File: src/rtl/hdx_pkg.sv
`timescale 1ns/1ps
package hdx_pkg;
  typedef enum logic [1:0] {
    ST_RX   = 2'd0,
    ST_TX   = 2'd1,
    ST_TOUT = 2'd2
  } mode_e;

  // bit positions inside the synchronized input bundle
  localparam int B_SEL   = 5;
  localparam int B_TXD   = 4;
  localparam int B_CARN  = 3;
  localparam int B_DEMOD = 2;
  localparam int B_NOTMO = 1;
  localparam int B_FAST  = 0;
  localparam int BUNDLE_W = 6;
endpackage

File: src/rtl/hdx_sync.sv
`timescale 1ns/1ps
module hdx_sync #(
  parameter int W = 1,
  parameter int STAGES = 2,
  parameter logic [W-1:0] RST_VAL = '0
) (
  input  logic         clk,
  input  logic         rst_n,
  input  logic [W-1:0] d,
  output logic [W-1:0] q
);
  logic [W-1:0] chain [STAGES];

  generate
    for (genvar s = 0; s < STAGES; s++) begin : g_stage
      if (s == 0) begin : g_first
        always_ff @(posedge clk or negedge rst_n) begin
          if (!rst_n) chain[0] <= RST_VAL;
          else        chain[0] <= d;
        end
      end else begin : g_next
        always_ff @(posedge clk or negedge rst_n) begin
          if (!rst_n) chain[s] <= RST_VAL;
          else        chain[s] <= chain[s-1];
        end
      end
    end
  endgenerate

  assign q = chain[STAGES-1];
endmodule

File: src/rtl/hdx_span_cnt.sv
`timescale 1ns/1ps
module hdx_span_cnt #(
  parameter int W = 8
) (
  input  logic         clk,
  input  logic         rst_n,
  input  logic         run,
  input  logic [W-1:0] limit,
  output logic         hit
);
  logic [W-1:0] cnt;

  // hit in the cycle that completes `limit` consecutive run cycles
  assign hit = run && (cnt >= limit - 1'b1);

  always_ff @(posedge clk or negedge rst_n) begin
    if (!rst_n)    cnt <= '0;
    else if (!run) cnt <= '0;
    else if (!hit) cnt <= cnt + 1'b1;
  end
endmodule

File: src/rtl/hdx_mode_fsm.sv
`timescale 1ns/1ps
module hdx_mode_fsm
  import hdx_pkg::*;
(
  input  logic  clk,
  input  logic  rst_n,
  input  logic  sel_s,
  input  logic  no_tmo_s,
  input  logic  tx_expired,
  input  logic  rearm_done,
  output mode_e state
);
  mode_e nxt;

  always_comb begin
    nxt = state;
    unique case (state)
      ST_RX:   if (!sel_s) nxt = ST_TX;
      ST_TX: begin
        if (sel_s)                        nxt = ST_RX;
        else if (tx_expired && !no_tmo_s) nxt = ST_TOUT;
      end
      ST_TOUT: begin
        if (no_tmo_s)        nxt = sel_s ? ST_RX : ST_TX;
        else if (rearm_done) nxt = ST_RX;
      end
      default: nxt = ST_RX;
    endcase
  end

  always_ff @(posedge clk or negedge rst_n) begin
    if (!rst_n) state <= ST_RX;
    else        state <= nxt;
  end
endmodule

File: src/rtl/hdx_out_stage.sv
`timescale 1ns/1ps
module hdx_out_stage (
  input  logic tx_active,
  input  logic sel_s,
  input  logic txd_s,
  input  logic carn_s,
  input  logic demod_s,
  output logic rxd,
  output logic pa_bias,
  output logic pa_bias_n,
  output logic tx_out_en
);
  logic pass_demod;

  assign pass_demod = !carn_s || (sel_s && !txd_s);

  always_comb begin
    if (tx_active)       rxd = 1'b1;
    else if (pass_demod) rxd = demod_s;
    else                 rxd = 1'b1;
  end

  assign pa_bias   = tx_active;
  assign pa_bias_n = !tx_active;
  assign tx_out_en = tx_active;
endmodule

File: src/rtl/hdx_mode_ctrl.sv
`timescale 1ns/1ps
module hdx_mode_ctrl
  import hdx_pkg::*;
#(
  parameter int SYNC_STAGES      = 2,
  parameter int TX_HOLD_CYC      = 11059200,
  parameter int TX_HOLD_FAST_CYC = 5397,
  parameter int REARM_CYC        = 22
) (
  input  logic clk,
  input  logic rst_n,
  input  logic rx_sel,
  input  logic tx_bit,
  input  logic carrier_n,
  input  logic demod_bit,
  input  logic tst_no_tmo,
  input  logic tst_fast,
  output logic tx_mode,
  output logic rxd,
  output logic pa_bias,
  output logic pa_bias_n,
  output logic tx_out_en
);
  localparam int TW = $clog2(TX_HOLD_CYC + 1);
  localparam int RW = $clog2(REARM_CYC + 1);
  localparam logic [BUNDLE_W-1:0] IN_RST = 6'b111100;

  logic [BUNDLE_W-1:0] raw_in, syn_in;
  logic sel_s, txd_s, carn_s, demod_s, no_tmo_s, fast_s;
  logic tx_expired, rearm_done;
  logic [TW-1:0] hold_lim;
  mode_e state;

  assign raw_in = {rx_sel, tx_bit, carrier_n, demod_bit, tst_no_tmo, tst_fast};

  hdx_sync #(.W(BUNDLE_W), .STAGES(SYNC_STAGES), .RST_VAL(IN_RST)) u_sync (
    .clk(clk), .rst_n(rst_n), .d(raw_in), .q(syn_in)
  );

  assign sel_s    = syn_in[B_SEL];
  assign txd_s    = syn_in[B_TXD];
  assign carn_s   = syn_in[B_CARN];
  assign demod_s  = syn_in[B_DEMOD];
  assign no_tmo_s = syn_in[B_NOTMO];
  assign fast_s   = syn_in[B_FAST];

  assign hold_lim = fast_s ? TW'(TX_HOLD_FAST_CYC) : TW'(TX_HOLD_CYC);

  hdx_span_cnt #(.W(TW)) u_hold (
    .clk(clk), .rst_n(rst_n), .run(state == ST_TX), .limit(hold_lim), .hit(tx_expired)
  );

  hdx_span_cnt #(.W(RW)) u_rearm (
    .clk(clk), .rst_n(rst_n), .run((state == ST_TOUT) && sel_s),
    .limit(RW'(REARM_CYC)), .hit(rearm_done)
  );

  hdx_mode_fsm u_fsm (
    .clk(clk), .rst_n(rst_n), .sel_s(sel_s), .no_tmo_s(no_tmo_s),
    .tx_expired(tx_expired), .rearm_done(rearm_done), .state(state)
  );

  assign tx_mode = (state == ST_TX);

  hdx_out_stage u_out (
    .tx_active(tx_mode), .sel_s(sel_s), .txd_s(txd_s), .carn_s(carn_s),
    .demod_s(demod_s), .rxd(rxd), .pa_bias(pa_bias), .pa_bias_n(pa_bias_n),
    .tx_out_en(tx_out_en)
  );
endmodule

File: config.mk
export PLATFORM = sky130hd
export DESIGN_NAME = hdx_mode_ctrl
export DESIGN_NICKNAME = d
export VERILOG_FILES = /design/src/rtl/hdx_pkg.sv /design/src/rtl/hdx_sync.sv /design/src/rtl/hdx_span_cnt.sv /design/src/rtl/hdx_mode_fsm.sv /design/src/rtl/hdx_out_stage.sv /design/src/rtl/hdx_mode_ctrl.sv
export SDC_FILE = /design/constraint.sdc
export NUM_CORES = 1
export LEC_CHECK = 0
export ABC_AREA = 1
export ABC_CLOCK_PERIOD_IN_PS = 2000
export BUFFER_PORTS_ARGS = -buffer_cell sky130_fd_sc_hd__buf_2
export CAP_MARGIN = 30
export CORE_MARGIN = 2
export CORE_UTILIZATION = 56
export DETAILED_ROUTE_END_ITERATION = 10
export GPL_ROUTABILITY_DRIVEN = 0
export PLACE_DENSITY = 0.77
export SLEW_MARGIN = 40
export SYNTH_ARGS = -nofsm -noshare
export SYNTH_HDL_FRONTEND = slang
export SYNTH_SLANG_ARGS = --single-unit
File: constraint.sdc
create_clock -name clk -period 2 [get_ports clk]
set_clock_uncertainty 0.05 [all_clocks]
set_input_delay 0.1 -clock clk [delete_from_list [all_inputs] [get_ports clk]]
set_output_delay 0.1 -clock clk [all_outputs]
set_load 0.01 [all_outputs]
# ---- Word level (Yosys, flattened, before mapping)
# Index checks and enable logic that the tools add are counted.
dict set report totals {
  ff_bits 43
  latch_bits 0
  ram_bits 0
  rom_bits 0
  input_bits 8
  out_inout_bits 5
  elab_cells 43
  memories 0
}
dict set report classes {
  n_addsub 3
  multipliers 0
  div_mod_pow 0
  magnitude_cmp 2
  n_eq_ne 7
  shifts 0
  n_mux 14
  n_bitwise 0
  n_reduce_logical 12
}
# operator n
set op_table {}
lappend op_table {{$mux W24} 3}
lappend op_table {{$add A24 B1 Y24 const B} 1}
lappend op_table {{$ge A24 B24 Y1} 1}
lappend op_table {{$sub A24 B1 Y24 const B} 1}
lappend op_table {{$mux W2} 5}
lappend op_table {{$mux W5} 2}
lappend op_table {{$ne A2 B2 Y1 const B} 3}
lappend op_table {{$ne A3 B2 Y1 const B} 2}
lappend op_table {{$pmux W2 S3} 1}
lappend op_table {{$add A5 B1 Y5 const B} 1}
lappend op_table {{$ge A5 B5 Y1 const B} 1}
lappend op_table {{$logic_and A1 B1 Y1} 5}
lappend op_table {{$logic_not A1 Y1} 4}
lappend op_table {{$mux W1} 3}
lappend op_table {{$reduce_and A3 Y1} 1}
lappend op_table {{$eq A2 B1 Y1 const B} 1}
lappend op_table {{$eq A2 B2 Y1 const B} 1}
lappend op_table {{$logic_not A2 Y1} 1}
lappend op_table {{$logic_or A1 B1 Y1} 1}

# ---- Logic depth before layout (Yosys ltp)
# Gate-level depths: netlist of the first run.
dict set report depth {
  depth_word 8
  depth_mapped 15
  mapped_depth_nobuf 14
}

# ---- Cells and area by module
# A second synthesis of the first run with hierarchy kept.
dict set report unflattened {
  cells_unflattened 572
  area_unflattened_um2 3938.8
}
# module instances cells_per_inst area_each_um2 seq_area_each_um2
set by_module_without_submodules {}
lappend by_module_without_submodules {{hdx_span_cnt (u_hold)} 1 449 2892.8 600.6}
lappend by_module_without_submodules {{hdx_span_cnt (u_rearm)} 1 70 498.0 125.1}
lappend by_module_without_submodules {hdx_sync 1 18 355.3 310.3}
lappend by_module_without_submodules {hdx_mode_fsm 1 20 128.9 50.0}
lappend by_module_without_submodules {hdx_out_stage 1 8 37.5 0.0}
lappend by_module_without_submodules {hdx_mode_ctrl 1 7 26.3 0.0}

# ---- Worst setup path before layout of the first run
# No wires, ideal clock.
dict set report synth_path {
  path_kind {flip-flop to flip-flop}
  startpoint {register u_sync.chain, in the netlist u_sync.q[0]}
  endpoint {register u_hold.cnt[17]}
  setup_ps 120
  arrival_time_ps 1750
  required_time_ps 1830
  slack_ps 80
  stages_incl_launch_ff 12
  n_path_buf 1
  period_less_slack_ps 1920
  path_cell_list {dfrtp_1 -> ha_1 -> inv_1 -> nor2_2 -> nand3_1 -> nor3_2 -> nand2_1 -> nand2_4 -> nand2_4 -> buf_6 -> nand2_1 -> o21ai_2}
}
dict set report synth_via {
  elab_chain_cells 5
}
# item line
set synth_rtl {}
lappend synth_rtl {{from (decl)} hdx_sync.sv:12} ;# logic [W-1:0] chain [STAGES];
lappend synth_rtl {{from (signal, indexed assignment)} hdx_sync.sv:24} ;# else chain[s] <= chain[s-1];
lappend synth_rtl {{$mux W24} hdx_mode_ctrl.sv:47} ;# assign hold_lim = fast_s ? TW'(TX_HOLD_FAST_CYC) : TW'(TX_HOLD_CYC);
lappend synth_rtl {{$sub A24 B1 Y24} hdx_span_cnt.sv:14} ;# assign hit = run && (cnt >= limit - 1'b1);
lappend synth_rtl {{$ge A24 B24 Y1} hdx_span_cnt.sv:14}
lappend synth_rtl {{$logic_and A1 B1 Y1} hdx_span_cnt.sv:14}
lappend synth_rtl {{$ne A2 B2 Y1 (no source line)} --}
lappend synth_rtl {{to (signal assigned)} hdx_span_cnt.sv:19} ;# else if (!hit) cnt <= cnt + 1'b1;
lappend synth_rtl {{to (decl)} hdx_span_cnt.sv:11} ;# logic [W-1:0] cnt;
# No other way between the ends.
# A chain may end at the register's enable or synchronous reset.

# ---- Worst setup path in the final report of the first run
dict set report layout_path {
  startpoint {register u_sync.chain, in the netlist u_sync.q[0]}
  endpoint {register u_hold.cnt[14]}
}
# The elaborated chain is that of the path after synthesis.

==> metrics.cfg, run 1 <==
[setup_path]
critPathArrivalTime_ns=2.24
worstSetupPathType=flop to flop
critPathMaxFanout=7
critical_path_required_ns=2.13
r2r_slack_ns=-0.11
start_kind=flop
worst_setup_path_end_kind=flop

[placement]
portBuffers=12
dp_cells=483
pre_cts_slack_ns=-0.1515
hpwl_mm=4.625

[synthesis]
ys_warn_count=0
synth_nets=423
postSynthCellCount=399
synthAdderAreaFrac_pct=7.086
synth_area_per_cell_sq_um=7.081
synthDistinctLibCells=26
synth-seq-cells=43
yosys.area_share.xor_xnor_pct=5.270
synth_mux_area_share_pct=0
synth_simple_gate_area_share_pct=38.62
synthesis.area_sq_um=2825
synth_compound_area_share_pct=3.233
yosysSeqAreaShare_pct=38.44
synth_top_family_by_area=simple AND/OR/NAND/NOR gates

[timing]
worst_pin_slew_ns=0.5587
tns_ns=-1.320
period_needed_ns=2.109
setup_violations=26
fin_ws_ns=-0.1094
rsz0062_at_grt=yes
maxSlewViolCount=0
hold_viol_final=0
timing.hold.ws_ns=0.3072
fmax_ghz=0.4741
fin_crit_sh_pct=105.5
max_slew_margin_pct=62.75

[clocking]
ctsHtreeMaxLevel=2
cts_buffer_depth=2
cts_root_buf=clkbuf_8
clock_latency_ns=0.29
cts_tree=done
cts_num_sinks=43
numCtsBuffers=5
path_clk_slew_ns=0.08

[routing]
drtPass1Iterations=5
vias=2788
ant_nets=0
drcViolationCount=0
via_per_inst=5.510
routedWlPerCell_um=14.74
wirelength_mm=7.456
drt_iter0_markers=400

[status]
violations=negative setup slack
status=finished, violations left

[job]
drv_cap=0

[pwr]
irDropWorstVdd_mv=0.7196
p_comb_share_pct=26.4
p_leak_nw=1.623
pwr-share-seq_pct=42.9
switchingPower_w=0.0007723
internal_power_w=0.001517
p_clk_share_pct=30.8
sw_frac_of_total_pct=33.74
power.density_nw_per_um2=652.4

[global_route]
grt_start_max_net_pins=44
grt_pass1_wl_mm=10.70
antenna_found_initial=0
gr-total-overflow=0
grtUsageTotal_pct=25.07
grt_pass1_vias=2412

[floorplan]
die_h_um=75.03
num_io_pins=13
die-area_sq_um=5630
initial_core_util_pct=59.03
row_count=25
core_area_sq_um=4786
fp.dieW_um=75.03

[final_layout]
nets=462
layout_common_cells=130 x nand2_1, 57 x nor2_1, 34 x nand3_1, 34 x dfrtp_1, 32 x inv_1
layout_commonest_cell=nand2_1
drive_gt1_share_pct=23.01
area_delta_synth_final_pct=24.18
n_antenna_cell=0
instances_no_fill=506

[worst_hold_path]
worstHoldPathType=flop to flop

==> synthesized netlist by cell type (all sizes together) <==
library cell / instances / area share (%)
clkbuf: 3 / 0.40
o21a: 1 / 0.27
nand2: 143 / 20
xnor2: 6 / 1.9
nand4: 4 / 0.89
buf: 8 / 2.3
ha: 16 / 7.1
nor3: 3 / 0.71
xor2: 11 / 3.4
inv: 35 / 4.7
nand3: 40 / 7.1
dfstp: 8 / 7.4
nor2: 71 / 10
dfrtp: 35 / 31
o21ai: 6 / 1.3
a21oi: 8 / 1.4
o22ai: 1 / 0.22
==> layout make-up <==
cell class                 count  area (sq um)
tap                           67         83.83
timing repair buffer          41         325.3
multi-input combinational    312          1759
clock buffer                   6         82.58
inverter                      35         135.1
clock inverter                 2         35.03
sequential                    43          1087
fill                         365          1277
==> what timing repair did <==
item | in CTS | in global routing
endpoints found under the hold margin | 41 | 0
setup endpoints to repair | 26 | 26
pin swaps | 6 | 16
hold buffers | 7 | 0
gates resized for setup | 16 | 29
buffers inserted | 3 | 3
cloned | 0 | 2
==> registers in the layout, indices dropped and copies added (netlist names) <==
| register | cells |
|---|---|
| u_hold.cnt | 24 |
| u_sync.chain | 6 |
| u_sync.q | 6 |
| u_rearm.cnt | 5 |
| u_fsm.state | 2 |
==> final timing paths <==
kind,start,end,cells after the start
max,u_sync.q[0],u_hold.cnt[14],11
min,u_sync.chain[9],u_sync.q[3],0
max reg2reg,u_sync.q[0],u_hold.cnt[14],11
min reg2reg,u_sync.chain[9],u_sync.q[3],0
max in group asynchronous,rst_n,u_sync.q[0],3
min in group asynchronous,rst_n,u_hold.cnt[7],3
==> critical path: stages, from the launching register on <==
cell and delay (ns):
dfrtp_2 0.45, buf_8 0.17, ha_4 0.28, nand2_2 0.05
nor2_2 0.12, nand2_1 0.08, nor3_2 0.19, nand2_2 0.11
nand2_8 0.13, clkinvlp_4 0.20, nand3_2 0.11, nand2_1 0.06
==> metal layers <==
metal | GRT usage [%] | up-vias | part of all wire [%]
li1 | - | 1326 | -
met1 | 33.45 | 1262 | 40
met2 | 41.91 | 158 | 47
met3 | 3.481 | 42 | 7.8
met4 | 8.730 | 0 | 4.6
met5 | 0 | - | 0
==> kinds of logic after synthesis <==
group	Yosys count
AOI/OAI and AO/OA	16
and+or+nand+nor	261
adders and majority gates	16
xor gates and xnor gates	17
DFF	43
buffers and inverters	46
==> power by group through the flow <==
stage	Clock (W)	Sequential [W]	Combinational, W
floorplan	0	0.000977	0.000371
global placement	0	0.000992	0.000500
detailed placement	0	0.000996	0.000513
CTS	0.000709	0.000977	0.000551
global route	0.000746	0.000989	0.000667
finish	0.000704	0.000981	0.000604
==> per-stage QoR <==
step	power, W	util [%]	area (sq um)
after detailed placement	0.001510	63.01	3015
final	0.002289	73.31	3508
after floorplan	0.001348	-	2825
after CTS	0.002237	69.39	3321
after global routing	0.002402	73.31	3508
after global placement	0.001491	63.01	3015
Power figures use the tool's default switching activity.
==> inputs of run 2 (changes only) <==
--- a/config.mk
+++ b/config.mk
@@ -10,10 +10,10 @@
 export BUFFER_PORTS_ARGS = -buffer_cell sky130_fd_sc_hd__buf_2
 export CAP_MARGIN = 30
 export CORE_MARGIN = 2
-export CORE_UTILIZATION = 56
+export CORE_UTILIZATION = 50
 export DETAILED_ROUTE_END_ITERATION = 10
 export GPL_ROUTABILITY_DRIVEN = 0
-export PLACE_DENSITY = 0.77
+export PLACE_DENSITY = 0.7
 export SLEW_MARGIN = 40
 export SYNTH_ARGS = -nofsm -noshare
 export SYNTH_HDL_FRONTEND = slang
==> run 2 against run 1 <==
Clock power fell by 17%. Hold slack improved by 0.0015 ns. Setup slack better by 0.088 ns. Highest routed layer unchanged. Largest power group unchanged. Global-route usage is 2.1 points lower. Combinational power fell by 7.8%. Clock-buffer cell count up 1. Flip-flop and latch count unchanged. Sequential share of layout area is 1.6 points higher. The run still ends with negative setup slack left. Maximum frequency grew 4.4%. First-iteration DRC count is 58% lower. Critical path type unchanged.
==> metrics.cfg, run 2 (same netlist as run 1, synthesis figures left out) <==
[status]
status=finished, violations left
violations=negative setup slack

[timing]
fin_ws_ns=-0.02123  ; +0.08814 ns
timing.hold.ws_ns=0.3087  ; +0.001532 ns
max_slew_margin_pct=54.93  ; -7.8 points
fmax_ghz=0.4947  ; +4.4%
hold_viol_final=0  ; unchanged
maxSlewViolCount=0  ; unchanged
period_needed_ns=2.021  ; -0.08814 ns
worst_pin_slew_ns=0.6754  ; +0.1166 ns
rsz0062_at_grt=yes
setup_violations=22  ; -15%
fin_crit_sh_pct=101.1  ; -4.4 points

[final_layout]
nets=455  ; -1.5%
layout_commonest_cell=nand2_1
drive_gt1_share_pct=18.06  ; -5.0 points
fill_cells=507  ; +39%
n_antenna_cell=0  ; unchanged
largest_register=u_hold.cnt
area_delta_synth_final_pct=18.07
largest_register_ffs=24  ; unchanged
layout_common_cells=138 x nand2_1, 56 x nor2_1, 38 x nand3_1, 34 x dfrtp_1, 31 x inv_1

[clocking]
ctsHtreeMaxLevel=2  ; unchanged
cts_buffer_depth=2  ; unchanged
numCtsBuffers=5  ; unchanged
post-cts-setup-buffers=0  ; -3
path_clk_slew_ns=0.09  ; about the same
cts_num_sinks=43  ; unchanged
cts_tree=done
clock_latency_ns=0.30  ; about the same
cts_root_buf=clkbuf_8

[routing]
drt_iter0_markers=167  ; -58%
via_per_inst=5.081  ; -7.8%
drcViolationCount=0  ; unchanged
ant_nets=0  ; unchanged
wirelength_mm=6.567  ; -12%
vias=2561  ; -8.1%
routedWlPerCell_um=13.03  ; -12%
drtPass1Iterations=4  ; -1

[setup_path]
r2r_slack_ns=-0.02  ; +0.09 ns
reg2regPathDepth=14  ; +3
worstSetupPathType=flop to flop
critPathCapture=u_fsm.state[0]
worstReg2RegEnd=u_fsm.state[0]
critPathMaxFanout=10  ; +3
critPathArrivalTime_ns=2.17  ; -0.07 ns
rr_startpoint=u_sync.q[0]
worst_setup_path_end_kind=flop
critical_path_required_ns=2.15  ; +0.02 ns
startpoint=u_sync.q[0]
start_kind=flop

[floorplan]
fp.dieW_um=79.17  ; +5.5%
core_area_sq_um=5473  ; +14%
die_h_um=79.17  ; +5.5%
row_count=27  ; +8.0%
num_io_pins=13  ; unchanged
initial_core_util_pct=51.62  ; -7.4 points
die-area_sq_um=6268  ; +11%

[pwr]
irDropWorstVdd_mv=0.4997  ; -31%
p_leak_nw=1.571  ; -3.2%
power.density_nw_per_um2=638.1  ; -2.2%

[job]
drv_cap=0  ; unchanged

[global_route]
grt_start_max_net_pins=44  ; unchanged
antenna_found_initial=0  ; unchanged
grtUsageTotal_pct=23.01  ; -2.1 points
grt_pass1_vias=2439  ; +1.1%
gr-total-overflow=0  ; unchanged
grt_pass1_wl_mm=11.30  ; +5.7%

[placement]
hpwl_mm=4.588  ; -0.79%
portBuffers=12  ; unchanged
pre_cts_slack_ns=-0.03309  ; +0.1184 ns

[worst_hold_path]
worstHoldPathType=flop to flop

## run 2: metal layers
layer | vias up | global-route usage [%] | share of wire (%)
met1 | 1182 | 31.64 | 48
met2 | 53 | 37.37 | 46
met4 | 0 | 6.034 | 2.2
li1 | 1312 | - | -
met3 | 14 | 4.318 | 4.3
met5 | - | 0 | 0
## run 2: how the worst min path moves through the flow
stage / end / cells after the start / start / slack [ns]
4_1_cts: u_sync.q[5] / 0 / u_sync.chain[11] / 0.31
5_1_grt: u_sync.q[5] / 0 / u_sync.chain[11] / 0.31
2_1_floorplan: u_fsm.state[0] / 0 / rst_n / -0.25
3_5_place_dp: u_hold.cnt[1] / 2 / rst_n / 0.16
3_3_place_gp: u_hold.cnt[1] / 2 / rst_n / 0.16
6_report: u_sync.q[5] / 0 / u_sync.chain[11] / 0.31
## run 2: through the flow
stage / power [W] / cells / instance area, sq um / TNS, ns / util, %
3_3_place_gp: 0.001490 / 488 / 3022 / -0.0002790 / 55.21
4_1_cts: 0.002115 / 503 / 3222 / 0 / 58.87
5_1_grt: 0.002246 / 504 / 3336 / -2.785 / 60.95
6_report: 0.002128 / 504 / 3336 / -0.1830 / 60.95
3_5_place_dp: 0.001507 / 488 / 3022 / -0.3535 / 55.21
2_1_floorplan: 0.001348 / 399 / 2825 / 0 / -
## run 2: worst max-delay path, cell delays in order (launching register included)
cell and delay, ns:
dfrtp_2 0.46, buf_8 0.16, ha_1 0.28, nand2_1 0.06, nor2_2 0.14, nand2_1 0.07
nand2_1 0.11, nand2_1 0.07, nand2_1 0.08, inv_2 0.04, nand2_4 0.11, buf_6 0.15
nand2_2 0.04, nand2_1 0.04, o21ai_1 0.06
## run 2: final cells by class
class	instances	area (sq um)	share of cell area, %
clock buffers	7	86.33	2.588
clock inverters	1	8.758	0.2626
inverters	35	131.4	3.938
multi-input cells	310	1638	49.10
flip-flops and latches	43	1087	32.60
well taps	72	90.09	2.701
repair buffers	36	294.0	8.815
## run 2: power by group
part,switching (W),total [W],internal (W)
Clock,0.000303,0.000587,0.000283
Sequential,0.0000597,0.000984,0.000925
Combinational,0.000388,0.000557,0.000170
## run 2: what timing repair did
action	CTS	global route
hold endpoints to repair	41	0
cloned	0	1
gates resized for setup	6	21
hold buffers	7	0
pin swaps	1	5
endpoints found under the setup margin	23	26
